--- src/rtl/rot_rename.sv ---
module rot_rename #(
  parameter int RW   = 7,
  parameter int GLO  = 32,
  parameter int GMAX = 96,
  parameter int PLO  = 16,
  parameter int PHI  = 63,
  parameter int FLO  = 16,
  parameter int FHI  = 127
) (
  input  logic          clk,
  input  logic          rst_n,
  input  logic          rot_i,
  input  logic          clr_i,
  input  logic [RW-1:0] gsize_i,
  input  logic [1:0]    cls_i,
  input  logic [RW-1:0] lreg_i,
  output logic [RW-1:0] preg_o,
  output logic          pclr_o,
  output logic [RW-1:0] pclr_idx_o
);
  localparam int PSZ = PHI - PLO + 1;
  localparam int FSZ = FHI - FLO + 1;

  logic [RW-1:0] bg, bp, bf;
  logic          step;

  function automatic logic [RW-1:0] remap(input logic [RW-1:0] l, input int lo,
                                          input int sz, input logic [RW-1:0] b);
    int s;
    if (sz == 0 || int'(l) < lo || int'(l) >= lo + sz) return l;
    s = int'(l) - lo + int'(b);
    if (s >= sz) s = s - sz;
    return RW'(lo + s);
  endfunction

  always_comb begin
    case (cls_i)
      2'd0:    preg_o = remap(lreg_i, GLO, int'(gsize_i), bg);
      2'd1:    preg_o = remap(lreg_i, PLO, PSZ, bp);
      2'd2:    preg_o = remap(lreg_i, FLO, FSZ, bf);
      default: preg_o = lreg_i;
    endcase
  end

  assign step       = rot_i & ~clr_i;
  assign pclr_o     = step;
  assign pclr_idx_o = remap(RW'(PHI), PLO, PSZ, bp);

  always_ff @(posedge clk) begin
    if (!rst_n || clr_i) begin
      bg <= '0;
      bp <= '0;
      bf <= '0;
    end else if (rot_i) begin
      if (gsize_i == '0)   bg <= '0;
      else if (bg == '0)   bg <= gsize_i - 1'b1;
      else                 bg <= bg - 1'b1;
      bp <= (bp == '0) ? RW'(PSZ - 1) : bp - 1'b1;
      bf <= (bf == '0) ? RW'(FSZ - 1) : bf - 1'b1;
    end
  end

  logic [RW-1:0] p16_now;
  assign p16_now = remap(RW'(PLO), PLO, PSZ, bp);

  a_r4_top_to_bottom: assert property (@(posedge clk) disable iff (!rst_n)
    (rot_i && !clr_i) |=> p16_now == $past(pclr_idx_o));

  a_r5_clear_zeroes: assert property (@(posedge clk) disable iff (!rst_n)
    clr_i |=> (bg == '0 && bp == '0 && bf == '0));

  a_r2_low_identity: assert property (@(posedge clk) disable iff (!rst_n)
    (lreg_i < RW'(PLO)) |-> preg_o == lreg_i);

  a_r3_float_in_window: assert property (@(posedge clk) disable iff (!rst_n)
    (cls_i == 2'd2 && lreg_i >= RW'(FLO)) |-> preg_o >= RW'(FLO));

  a_r7_zero_size_identity: assert property (@(posedge clk) disable iff (!rst_n)
    (cls_i == 2'd0 && gsize_i == '0) |-> preg_o == lreg_i);

  a_r7_gsize_legal: assert property (@(posedge clk) disable iff (!rst_n)
    (gsize_i[2:0] == 3'd0 && int'(gsize_i) <= GMAX && (gsize_i == '0 || bg < gsize_i)));
endmodule

--- config.mk ---
export PLATFORM = sky130hd
export DESIGN_NAME = rot_rename
export DESIGN_NICKNAME = d
export VERILOG_FILES = /design/src/rtl/rot_rename.sv
export SDC_FILE = /design/constraint.sdc
export NUM_CORES = 1
export LEC_CHECK = 0
export ABC_CLOCK_PERIOD_IN_PS = 4300
export BUFFER_PORTS_ARGS = -buffer_cell sky130_fd_sc_hd__buf_2
export CAP_MARGIN = 40
export CORE_UTILIZATION = 25
export DETAILED_ROUTE_END_ITERATION = 16
export MAX_ROUTING_LAYER = met4
export PLACE_DENSITY = 0.48
export SYNTH_ARGS = -nofsm -noshare
export SYNTH_HDL_FRONTEND = slang
export SYNTH_SLANG_ARGS = --single-unit
--- constraint.sdc ---
create_clock -name clk -period 4.3 [get_ports clk]
set_clock_uncertainty 0.15 [all_clocks]
set_input_delay 0 -clock clk [delete_from_list [all_inputs] [get_ports clk]]
set_output_delay 0 -clock clk [all_outputs]
set_load 0.02 [all_outputs]
; Yosys cells after proc, flatten, opt, wreduce, memory -nomap -nowiden
; Index checks and enable logic that the tools add are counted.
[word_totals]
regBits = 21
latchBits = 0
ramBits = 0
mem_bits_ro = 0
in_bits = 20
out_inout_bits = 15
wordCells = 72
mem_count = 0
[classes]
add_sub_neg = 19
mul = 0
n_div = 0
order_cmp = 8
eq_ne = 2
n_shift = 0
n_mux = 27
n_bitwise = 2
n_reduce_logical = 11
[ops]
columns = operator, n
row1 = $mux 7, 20
row2 = $logic_not 7->1, 5
row3 = $sub 7x1->7 const B, 4
row4 = $add 8x8->9, 3
row5 = $add 6x7->7 const A, 3
row6 = $pmux 7 s3, 1
row7 = $add 6x7->8 const A, 2
row8 = $ge 9x7->1 const B, 1
row9 = $ge 9x8->1, 1
row10 = $ge 9x8->1 const B, 1
row11 = $ge 7x8->1, 1
row12 = $ge 8x6->1 const B, 1
row13 = $sub 7x5->8 const B, 1
row14 = $sub 7x6->8 const B, 1
row15 = $add 7x7->7 const A, 1
row16 = $ge 7x7->1 const B, 1
row17 = $lt 7x5->1 const B, 1
row18 = $lt 7x6->1 const B, 1
row19 = $sub 7x5->7 const B, 1
row20 = $sub 7x6->7 const B, 1
row21 = $sub 7x7->7, 1
row22 = $sub 7x7->7 const B, 1
row23 = $mux 1, 6
row24 = $logic_or 1x1->1, 4
row25 = 6 further kinds, 6

; Logic depth before layout (Yosys ltp)
; Gate-level depths: netlist (run 1).
[depth]
ltp_word = 10
depth_mapped = 18
depth_no_buf = 17

; Worst setup path before layout (run 1)
; Ideal clock, no wire load.
[synth_path]
kind = flip-flop to output port
start = reg bp[2]
end = out preg_o[6]
t_arrival_ns = 3.822
required_time_ns = 4.150
slack_ns = 0.328
path_stages_with_launch = 18
path_buffers = 0
path_cell_list = dfxtp_1 > ha_1 > or2_2 > a31oi_1 > o21bai_1 > xor2_1 > ha_1 > nor4b_1 > o21ai_0 > and4b_1 > nand2_1 > a221o_1 > mux2_2 > ha_1 > xnor2_1 > o211ai_1 > nor3b_1 > a21oi_1
[synth_between]
elab_chain_cells = 8
word_cells_on_any_way = 9
cone_classes = add/sub (3) / order compare (1) / mux (5)
[synth_rtl]
columns = item, line
row1 = from (decl), 24  ; logic [RW-1:0] bg, bp, bf;
row2 = from (signal assigned), 58  ; bp <= (bp == '0) ? RW'(PSZ - 1) : bp - 1'b1;
row3 = $add 8x8->9 *, 31  ; s = int'(l) - lo + int'(b);
row4 = $ge 9x7->1 or $sub 7x7->7 (tied branches), 32  ; if (s >= sz) s = s - sz;
row5 = $mux 7 *, 32
row6 = $mux 7 *, 31
row7 = $mux 7 *, 37  ; case (cls_i)
row8 = $add 6x7->7 *, 33  ; return RW'(lo + s);
row9 = $mux 7 *, 31
row10 = $pmux 7 s3 *, 37
row11 = to (decl), 17  ; output logic [RW-1:0] preg_o,
; Every way passes the cells marked *; elsewhere a longest branch is shown, timed or not. The select of a mux whose other input is x is not followed.

; Worst setup path after layout (run 1)
[layout_path]
start = reg bp[1]
end = out preg_o[6]
; Same word-level chain as after synthesis.

==> results of run 1 <==
==> sequential cells by signal (all words and copies together), names as in the netlist <==
register / count
bp: 7
bf: 7
bg: 7
==> area by class of cell <==
cell class | instances | area (sq um) | area share [%]
Multi-Input combinational cell | 413 | 3090 | 71.1
Sequential cell | 21 | 427 | 9.82
Timing Repair Buffer | 61 | 380 | 8.76
Tap cell | 180 | 225 | 5.18
Inverter | 38 | 143 | 3.28
Clock buffer | 4 | 78.8 | 1.81
==> repair_timing <==
action,in CTS,in global routing
setup buffers,2,8
cloned,0,0
pin swaps,3,13
endpoints found under the hold margin,4,0
hold buffers,1,0
gates resized for setup,12,24
setup endpoints to repair,7,7
==> path summary, 6_finish.rpt <==
check	start	end	slack (ps)	depth (start not counted)
worst max-delay path	bp[1]	preg_o[6]	8	18
worst min-delay path	rst_n	bp[6]	20	4
worst max register to register	bg[3]	bg[6]	1390	13
worst min register to register	bf[6]	bf[6]	350	2
==> power groups by stage <==
| stage | Clock (mW) | Combinational, mW | Sequential [mW] |
|---|---|---|---|
| 2_1_floorplan | 0 | 0.634 | 0.226 |
| 3_3_place_gp | 0 | 0.826 | 0.229 |
| 3_5_place_dp | 0 | 0.830 | 0.229 |
| 4_1_cts | 0.204 | 0.857 | 0.225 |
| 5_1_grt | 0.215 | 1.01 | 0.228 |
| 6_report | 0.201 | 0.923 | 0.226 |
==> stage by stage <==
| step | power (mW) | util, % | setup TNS [ps] |
|---|---|---|---|
| 2_1_floorplan | 0.860 | - | 0 |
| 3_3_place_gp | 1.05 | 29.0 | 0 |
| 3_5_place_dp | 1.06 | 29.0 | 0 |
| 4_1_cts | 1.29 | 30.1 | 0 |
| 5_1_grt | 1.46 | 31.3 | -314 |
| 6_report | 1.35 | 31.3 | 0 |
==> tightest hold or removal path, cell delays in order <==
cell     delay, ps
buf_2          100
nor2b_1        170
nand2_1         70
a21oi_1         30
==> per-layer routing <==
metal	track usage [%]	share of wire [%]	vias up
li1	-	-	1893
met1	20.9	52	1700
met2	22.7	42	76
met3	1.27	3.5	17
met4	5.02	2.4	0
met5	-	0	-
==> placed cells by master (no fill, tap or decap), types with 18 or more instances in the layout <==
cell and instances:
nand2_1 31, nor2_1 51, a21oi_1 46, buf_4 28, dfxtp_1 18, inv_1 38
ha_1 44, xnor2_1 19, buf_2 32, o21ai_0 28
==> cells by family (layout without fill, tap and decap cells) <==
| kind of cell | Yosys count | count (layout) |
|---|---|---|
| flip-flops | 21 | 21 |
| multiplexers | 15 | 15 |
| XOR/XNOR | 30 | 30 |
| buffers and inverters | 53 | 103 |
| AO/OA/AOI/OAI | 157 | 157 |
| AND/OR/NAND/NOR | 155 | 155 |
| adder cells (fa/ha/maj) | 56 | 56 |
==> metrics.txt, run 1 <==
status=complete, no violations; Hold WC Path Type=input port to flop; Arrival @ worst endpoint=4140 ps; top-level I/O count=35; RSZ-0062 raised after global routing=true; cell count after synthesis=487; Critical Path Sink Type=primary output; Iteration-0 DRC Markers=198; Slowest-stage cell, CP=a221o_1; Final Setup Violations=0; final WL=10600 um; Area Overhead vs Synth=21.8%; num rows=43; Clk pwr share=14.9%; largest cells by area after synthesis=ha_1, dfxtp_1, a21oi_1; Fmax achieved=233 MHz; P_sw=0.590 mW; first-pass detailed-route iteration total=4; share of the yosys chip area belonging to registers=11.8%; min Tclk post-route=4290 ps; Cell Area, Synth=0.00357 sq mm; layout cells sized above 1=18.6%; combinational power share=68.4%; final hold vios=0; commonest cells in the netlist=ha_1, nor2_1, a21oi_1, inv_1, nand2_1; DRC viols=0; dpl hpwl=8530 um; number of buffers created by CTS=3; ANT cells=0; Tcrit/Tclk final=99.8%; WL/cell=14.8 um; delay-heaviest family, CP=compound AO/OA/AOI/OAI gates; Reg clk slew, reported paths=60 ps; root buf cell=clkbuf_16; Clock Sinks=21; max_slew headroom=50.5%; dpl cells=702; EDFF count, synth=0; Clock Path Buffers=2; antenna-violating nets left=0; post-synthesis net count=562; most used cell, CP=ha_4; ys flop type=dfxtp_1; Crit Path Max Fanout=4; CTS tree=done; sw frac=43.7%; vias in the first global route=3416; Synth Area in Compound Gates=28.4%; total die area=0.0148 sq mm; Cell Chain, Critical Path=ha_4, a211o_1, a31oi_4, o21bai_2, xor2_1, ha_2, nor4b_2, o21ai_1, and4b_2, nand3_1, a221o_1, mux2_4, ha_4, xnor2_2, o211ai_1, nor3b_2, a21oi_1, buf_4; Largest stage delay, worst path=370 ps; total grt overflow=0; I/O Buffers=34; vias post-DR=3686; post-synthesis mux area share=4.63%; Post-Synth Simple-Gate Area=21.6%; H-Tree Depth=1; Cell Pwr Density=311 mW/mm^2; first-pass GRT wire length=17300 um; final RePlAce weighted congestion=0.846; Starting Density=25.7%; Synth area leader=ha_1; design area=0.00434 sq mm; leak pwr=1.92 nW; max-capacitance violation count=0; synth unique cells=63; XOR/XNOR Fraction of Synth Area=7.37%; syn avg cell area=7.32 sq um; Yosys top cell area share=17.9%; critical path data required time=4150 ps; final cell count without fillers=717; fill count=1522; vias per cell=5.14; Setup CP Type=flop to primary output; internal power=0.760 mW; FF+latch count, synth=21; die width=121 um; Place WS=129 ps; YS warnings=0; largest family of logic cells by synthesized area=compound AO/OA/AOI/OAI gates; max-slew violations=0; VDD IR max=0.000121 V; worst-skew pair later-pin latency=260 ps; Worst Path Buf+Inv=1; Post-synth ARST share=0%; DP Area=0.00402 sq mm; setup ws final=8.25 ps; Core Footprint=0.0139 sq mm; Worst-Margin Slew=743 ps; nets=613; largest net degree at the start of global routing=19; initial antenna violation count=0; post-synthesis adder-cell area fraction=20.4%; height of the die=121 um; Hold Worst Slack=15.2 ps; Seq pwr share=16.7%; Critical Path Start Type=flop; GRT Total Usage=15.0%
(Power assumes the default switching activity.)
==> inputs of run 2 (changes only) <==
--- a/config.mk
+++ b/config.mk
@@ -5,13 +5,14 @@
 export SDC_FILE = /design/constraint.sdc
 export NUM_CORES = 1
 export LEC_CHECK = 0
-export ABC_CLOCK_PERIOD_IN_PS = 4300
+export ABC_CLOCK_PERIOD_IN_PS = 5490
 export BUFFER_PORTS_ARGS = -buffer_cell sky130_fd_sc_hd__buf_2
 export CAP_MARGIN = 40
 export CORE_UTILIZATION = 25
 export DETAILED_ROUTE_END_ITERATION = 16
 export MAX_ROUTING_LAYER = met4
 export PLACE_DENSITY = 0.48
+export REMOVE_ABC_BUFFERS = 1
 export SYNTH_ARGS = -nofsm -noshare
 export SYNTH_HDL_FRONTEND = slang
 export SYNTH_SLANG_ARGS = --single-unit
==> constraint.sdc (replaced) <==
create_clock -name clk -period 5.49 [get_ports clk]
set_clock_uncertainty 0.15 [all_clocks]
set_input_delay 0 -clock clk [delete_from_list [all_inputs] [get_ports clk]]
set_output_delay 0 -clock clk [all_outputs]
set_load 0.02 [all_outputs]
==> run 2 against run 1 <==
Against the previous run:
- clock-buffer cell count is the same
- hold slack lost 6.7 ps
- sequential power shrank 20%
- first-iteration DRC count grew 1.5%
- sequential share of layout area grew 0.70 points
- via count shrank 4.4%
- largest power group unchanged
- utilization shrank 2.5 points
- critical path depth is the same
- worst setup slack gained 860 ps
- power shrank 28%
- final area shrank 8.0%
==> metrics.txt, run 2 (synthesized netlist as in run 1, its figures left out) <==
status=complete, no violations (unchanged); Hold Worst Slack=8.53 ps (was 15.2 ps); first-pass GRT wire length=16800 um (was 17300 um); dpl hpwl=8350 um (was 8530 um); Worst Path Buf+Inv=1 (unchanged); TNS Setup=0 ps (unchanged); WL/cell=14.7 um (was 14.8 um); critical path data required time=5340 ps (was 4150 ps); final RePlAce weighted congestion=0.832 (was 0.846); RR Startpoint=bg[3] (unchanged); worst-skew pair later-pin latency=260 ps (about the same); VDD IR max=0.000110 V (was 0.000121 V); RSZ-0062 raised after global routing=false (was true); vias post-DR=3522 (was 3686); Worst-Margin Slew=739 ps (was 743 ps); min Tclk post-route=4620 ps; Hold WC Path Type=input port to flop (unchanged); Crit Path Max Fanout=6 (was 4); final WL=10200 um (was 10600 um); Clock Sinks=21 (unchanged); post-CTS resize count=0 (was 12); Multi-input gate area=0.00294 sq mm (was 0.00309 sq mm); final hold vios=0 (unchanged); fill count=1500 (was 1522); initial antenna violation count=0 (unchanged); Clock Path Buffers=2 (unchanged); top-level I/O count=35 (unchanged); root buf cell=clkbuf_16 (unchanged); ANT cells=0 (unchanged); final core utilization=28.8% (was 31.3%); CTS tree=done (unchanged); die width=121 um (unchanged); delay-heaviest family, CP=compound AO/OA/AOI/OAI gates (unchanged); Iteration-0 DRC Markers=201 (was 198); Arrival @ worst endpoint=4470 ps (was 4140 ps); Tcrit/Tclk final=84.2%; Final Setup Violations=0 (unchanged); max-slew violations=0 (unchanged); DRC viols=0 (unchanged); GRT Total Usage=14.6% (was 15.0%); most used cell, CP=ha_1 (was ha_4); Cell Pwr Density=243 mW/mm^2 (was 311 mW/mm^2); Area Overhead vs Synth=12.0% (was 21.8%); min-delay src=rot_i (was rst_n); Fmax achieved=216 MHz; Reg clk slew, reported paths=60 ps (about the same); Slowest-stage cell, CP=dfxtp_1 (was a221o_1); max-capacitance violation count=0 (unchanged); Top Registers=bf: 7 flops, bg: 7 flops, bp: 7 flops (unchanged); Core Footprint=0.0139 sq mm (unchanged); vias in the first global route=3302 (was 3416); Critical Path Start Type=flop (unchanged); leak pwr=1.76 nW (was 1.92 nW); Largest stage delay, worst path=450 ps (was 370 ps); num rows=43 (unchanged); register area=420 sq um (was 427 sq um); Starting Density=25.7% (unchanged); number of buffers created by CTS=3 (unchanged); I/O Buffers=34 (unchanged); height of the die=121 um (unchanged); nets=588 (was 613); antenna-violating nets left=0 (unchanged); first-pass detailed-route iteration total=5 (was 4); total die area=0.0148 sq mm (unchanged); Cell Chain, Critical Path=ha_1, or2_2, a31oi_1, o21bai_1, xor2_1, ha_1, nor4b_1, o21ai_0, and4b_1, nand2_1, a221o_1, mux2_2, ha_1, xnor2_1, o211ai_1, nor3b_1, a21oi_1, buf_2 (was ha_4, a211o_1, a31oi_4, o21bai_2, xor2_1, ha_2, nor4b_2, o21ai_1, and4b_2, nand3_1, a221o_1, mux2_4, ha_4, xnor2_2, o211ai_1, nor3b_2, a21oi_1, buf_4); largest net degree at the start of global routing=19 (unchanged); layout cells sized above 1=9.57% (was 18.6%); Setup crit start=bp[2] (was bp[1]); max_slew headroom=50.4% (was 50.5%); Critical Path Sink Type=primary output (unchanged); Post-CTS Setup Repair Bufs=0 (was 2); vias per cell=5.09 (was 5.14); most frequent cells in the layout=nor2_1, ha_1, a21oi_1 (was nor2_1, a21oi_1, ha_1); Setup CP Type=flop to primary output (unchanged); total grt overflow=0 (unchanged); H-Tree Depth=1 (unchanged)
-- run 2: final timing paths --
path	slack (ps)	cells after the start	end
setup / recovery	870	18	preg_o[6]
setup reg to reg	2610	13	bg[6]
hold / removal	9	3	bg[0]
hold reg to reg	360	2	bf[6]
-- run 2: per-stage QoR --
step,power (mW),cells,setup slack (ps),instance area (sq um)
after CTS,0.975,692,876,4000
after detailed placement,0.812,687,1170,3910
after global routing,1.06,692,521,4000
final,0.972,692,868,4000
after global placement,0.810,687,1180,3910
after floorplan,0.661,472,1520,3500
-- run 2: cell type report --
type / instances / share of cell area [%]
Clock buffer: 4 / 1.97
Inverter: 38 / 3.57
Multi-Input combinational cell: 413 / 73.6
Sequential cell: 21 / 10.5
Tap cell: 180 / 5.64
Timing Repair Buffer: 36 / 4.70
-- run 2: tightest hold or removal path: cells and delay by family --
family          cells  cell delay, ps
simple gates        1             120
buf+inv             1             190
compound gates      1              60
-- run 2: repair_timing --
item / 4_1_cts / 5_1_grt
hold buffers: 1 / 0
hold endpoints to repair: 4 / 0
endpoints found under the setup margin: 0 / 0
-- run 2: report_power, final --
group	internal [mW]	switching (mW)	total [mW]	leakage (nW)
combinational	0.273	0.362	0.635	1.55
clock	0.0991	0.0573	0.156	0.0382
sequential	0.163	0.0176	0.181	0.172
total	0.535	0.437	0.972	1.76
-- run 2: per-layer routing --
| layer | routed length [um] | GRT usage, % | up-vias |
|---|---|---|---|
| li1 | - | - | 1854 |
| met1 | 5460 | 20.9 | 1591 |
| met2 | 4220 | 22.3 | 67 |
| met3 | 330 | 0.423 | 10 |
| met4 | 183 | 4.09 | 0 |
| met5 | 0 | - | - |
==> inputs of run 3 (changes only) <==
--- a/config.mk
+++ b/config.mk
@@ -5,7 +5,7 @@
 export SDC_FILE = /design/constraint.sdc
 export NUM_CORES = 1
 export LEC_CHECK = 0
-export ABC_CLOCK_PERIOD_IN_PS = 5490
+export ABC_CLOCK_PERIOD_IN_PS = 4790
 export BUFFER_PORTS_ARGS = -buffer_cell sky130_fd_sc_hd__buf_2
 export CAP_MARGIN = 40
 export CORE_UTILIZATION = 25
==> constraint.sdc (replaced) <==
create_clock -name clk -period 4.79 [get_ports clk]
set_clock_uncertainty 0.15 [all_clocks]
set_input_delay 0 -clock clk [delete_from_list [all_inputs] [get_ports clk]]
set_output_delay 0 -clock clk [all_outputs]
set_load 0.02 [all_outputs]
==> run 3 against run 2 <==
Against the previous run:
- power up 15%
- register-to-register slack worse by 700 ps
- combinational power up 15%
- worst setup slack worse by 580 ps
- critical path depth unchanged
- clock-buffer cell count down 1
- global-route usage about the same
- via count up 1.8%
- clock power up 17%
- wire length up 0.93%
- first-iteration DRC count up 3.5%
- utilization up 0.12 points
- largest power group unchanged
- highest routed layer unchanged
==> metrics.txt, run 3 (synthesized netlist as in run 1, its figures left out) <==
status=complete, no violations (unchanged); Clock Path Buffers=2 (unchanged); GRT Total Usage=14.6% (about the same); RR Startpoint=bg[3] (unchanged); dpl hpwl=8340 um (was 8350 um); top-level I/O count=35 (unchanged); initial antenna violation count=0 (unchanged); R2R setup slack=1910 ps (was 2610 ps); Tcrit/Tclk final=93.9%; Fmax achieved=222 MHz; R2R Path End=bg[6] (unchanged); num rows=43 (unchanged); RSZ-0062 raised after global routing=false (unchanged); worst-skew pair later-pin latency=260 ps (about the same); max-slew violations=0 (unchanged); antenna-violating nets left=0 (unchanged); internal power=0.614 mW (was 0.535 mW); die width=121 um (unchanged); max-capacitance violation count=0 (unchanged); cell depth of the worst flop-to-flop path=13 (unchanged); Worst setup endpoint=preg_o[6] (unchanged); H-Tree Depth=1 (unchanged); Setup crit start=bp[2] (unchanged); largest net degree at the start of global routing=19 (unchanged); critical path data required time=4640 ps (was 5340 ps); Arrival @ worst endpoint=4350 ps (was 4470 ps); Iteration-0 DRC Markers=208 (was 201); hold depth=3 (unchanged); Hold Worst Slack=10.1 ps (was 8.53 ps); DRC viols=0 (unchanged); layout cells sized above 1=10.5% (was 9.57%); Final Setup Violations=0 (unchanged); leak pwr=1.76 nW (about the same); vias post-DR=3587 (was 3522); Post-CTS Setup Repair Bufs=0 (unchanged); VDD IR max=0.000128 V (was 0.000110 V); root buf cell=clkbuf_16 (unchanged); Total Power=1.12 mW (was 0.972 mW); sw frac=45.1% (was 44.9%); WL/cell=14.9 um (was 14.7 um); Critical Path Sink Type=primary output (unchanged); Clock Sinks=21 (unchanged); busiest grt layer=met2 (unchanged); Cell Pwr Density=279 mW/mm^2 (was 243 mW/mm^2); Clk pwr share=16.3% (was 16.1%); Hold WC Path Type=input port to flop (unchanged); TNS Setup=0 ps (unchanged); Seq pwr share=18.5% (was 18.6%); vias per cell=5.18 (was 5.09); P_sw=0.504 mW (was 0.437 mW); ANT cells=0 (unchanged); max_slew headroom=49.5% (was 50.4%); Setup CP Type=flop to primary output (unchanged); CTS tree=done (unchanged); final hold vios=0 (unchanged); first-pass GRT wire length=16800 um (about the same); Worst-Margin Slew=752 ps (was 739 ps); height of the die=121 um (unchanged); I/O Buffers=34 (unchanged); Critical Path Start Type=flop (unchanged); nets=588 (unchanged); Reg clk slew, reported paths=60 ps (about the same); final WL=10300 um (was 10200 um); final core utilization=28.9% (was 28.8%); Area Overhead vs Synth=12.5% (was 12.0%); total die area=0.0148 sq mm (unchanged); final RePlAce weighted congestion=0.832 (unchanged); min Tclk post-route=4500 ps; Core Footprint=0.0139 sq mm (unchanged); Top Registers=bf: 7 flops, bg: 7 flops, bp: 7 flops (unchanged); most frequent cells in the layout=nor2_1, ha_1, a21oi_1 (unchanged); combinational power share=65.1% (was 65.3%); met3 Use GR=0.517% (was 0.423%); Crit Path Max Fanout=6 (unchanged); number of buffers created by CTS=3 (unchanged); total grt overflow=0 (unchanged); first-pass detailed-route iteration total=5 (unchanged); GR Util met1=21.0% (was 20.9%); Starting Density=25.7% (unchanged); vias in the first global route=3283 (was 3302); met2 Resource Use GR=22.3% (about the same)
==> run 3: power by group through the flow <==
stage / clock network [mW] / registers (mW) / logic, mW
global placement: 0 / 0.210 / 0.718
global route: 0.196 / 0.210 / 0.810
CTS: 0.188 / 0.207 / 0.726
floorplan: 0 / 0.204 / 0.554
detailed placement: 0 / 0.211 / 0.720
finish: 0.183 / 0.207 / 0.728
==> run 3: per-stage QoR <==
stage	cell area [sq um]	cells	worst slack (ps)
2_1_floorplan	3500	472	818
3_3_place_gp	3910	687	479
3_5_place_dp	3910	687	481
4_1_cts	4000	692	187
5_1_grt	4010	692	68.5
6_report	4010	692	291
==> run 3: final cells by class <==
class,count,area [sq um]
Clock buffer,3,75.1
Clock inverter,1,5.00
Fill cell,1491,9870
Inverter,38,143
Multi-Input combinational cell,413,2950
Sequential cell,21,422
Tap cell,180,225
Timing Repair Buffer,36,188
==> run 3: repair_timing <==
action / CTS / global route
resized for setup: 0 / 4
endpoints found under the setup margin: 0 / 4
hold buffers: 1 / 0
hold endpoints to repair: 4 / 0
==> run 3: worst min-delay path by stage <==
| stage | end | start | slack, ps |
|---|---|---|---|
| CTS | bg[0] | rot_i | 10 |
| finish | bg[0] | rot_i | 10 |
| detailed placement | pclr_o | clr_i | 130 |
| global placement | pclr_o | clr_i | 130 |
| global route | bg[0] | rot_i | 40 |
| floorplan | pclr_o | clr_i | -80 |
==> run 3: critical path, cell delays in order, from the launching register on <==
cell	delay (ps)
dfxtp_2	350
ha_1	340
or2_2	330
a31oi_2	230
o21bai_1	120
xor2_1	170
ha_1	240
nor4b_2	160
o21ai_0	80
and4b_1	310
nand2_1	80
a221o_1	390
mux2_2	290
ha_1	190
xnor2_1	200
o211ai_1	120
nor3b_1	180
a21oi_1	120
buf_2	180
==> run 3: routing by layer <==
metal,vias up,wire length [um]
li1,1850,-
met1,1664,5510
met2,66,4320
met3,7,323
met4,0,136
met5,-,0
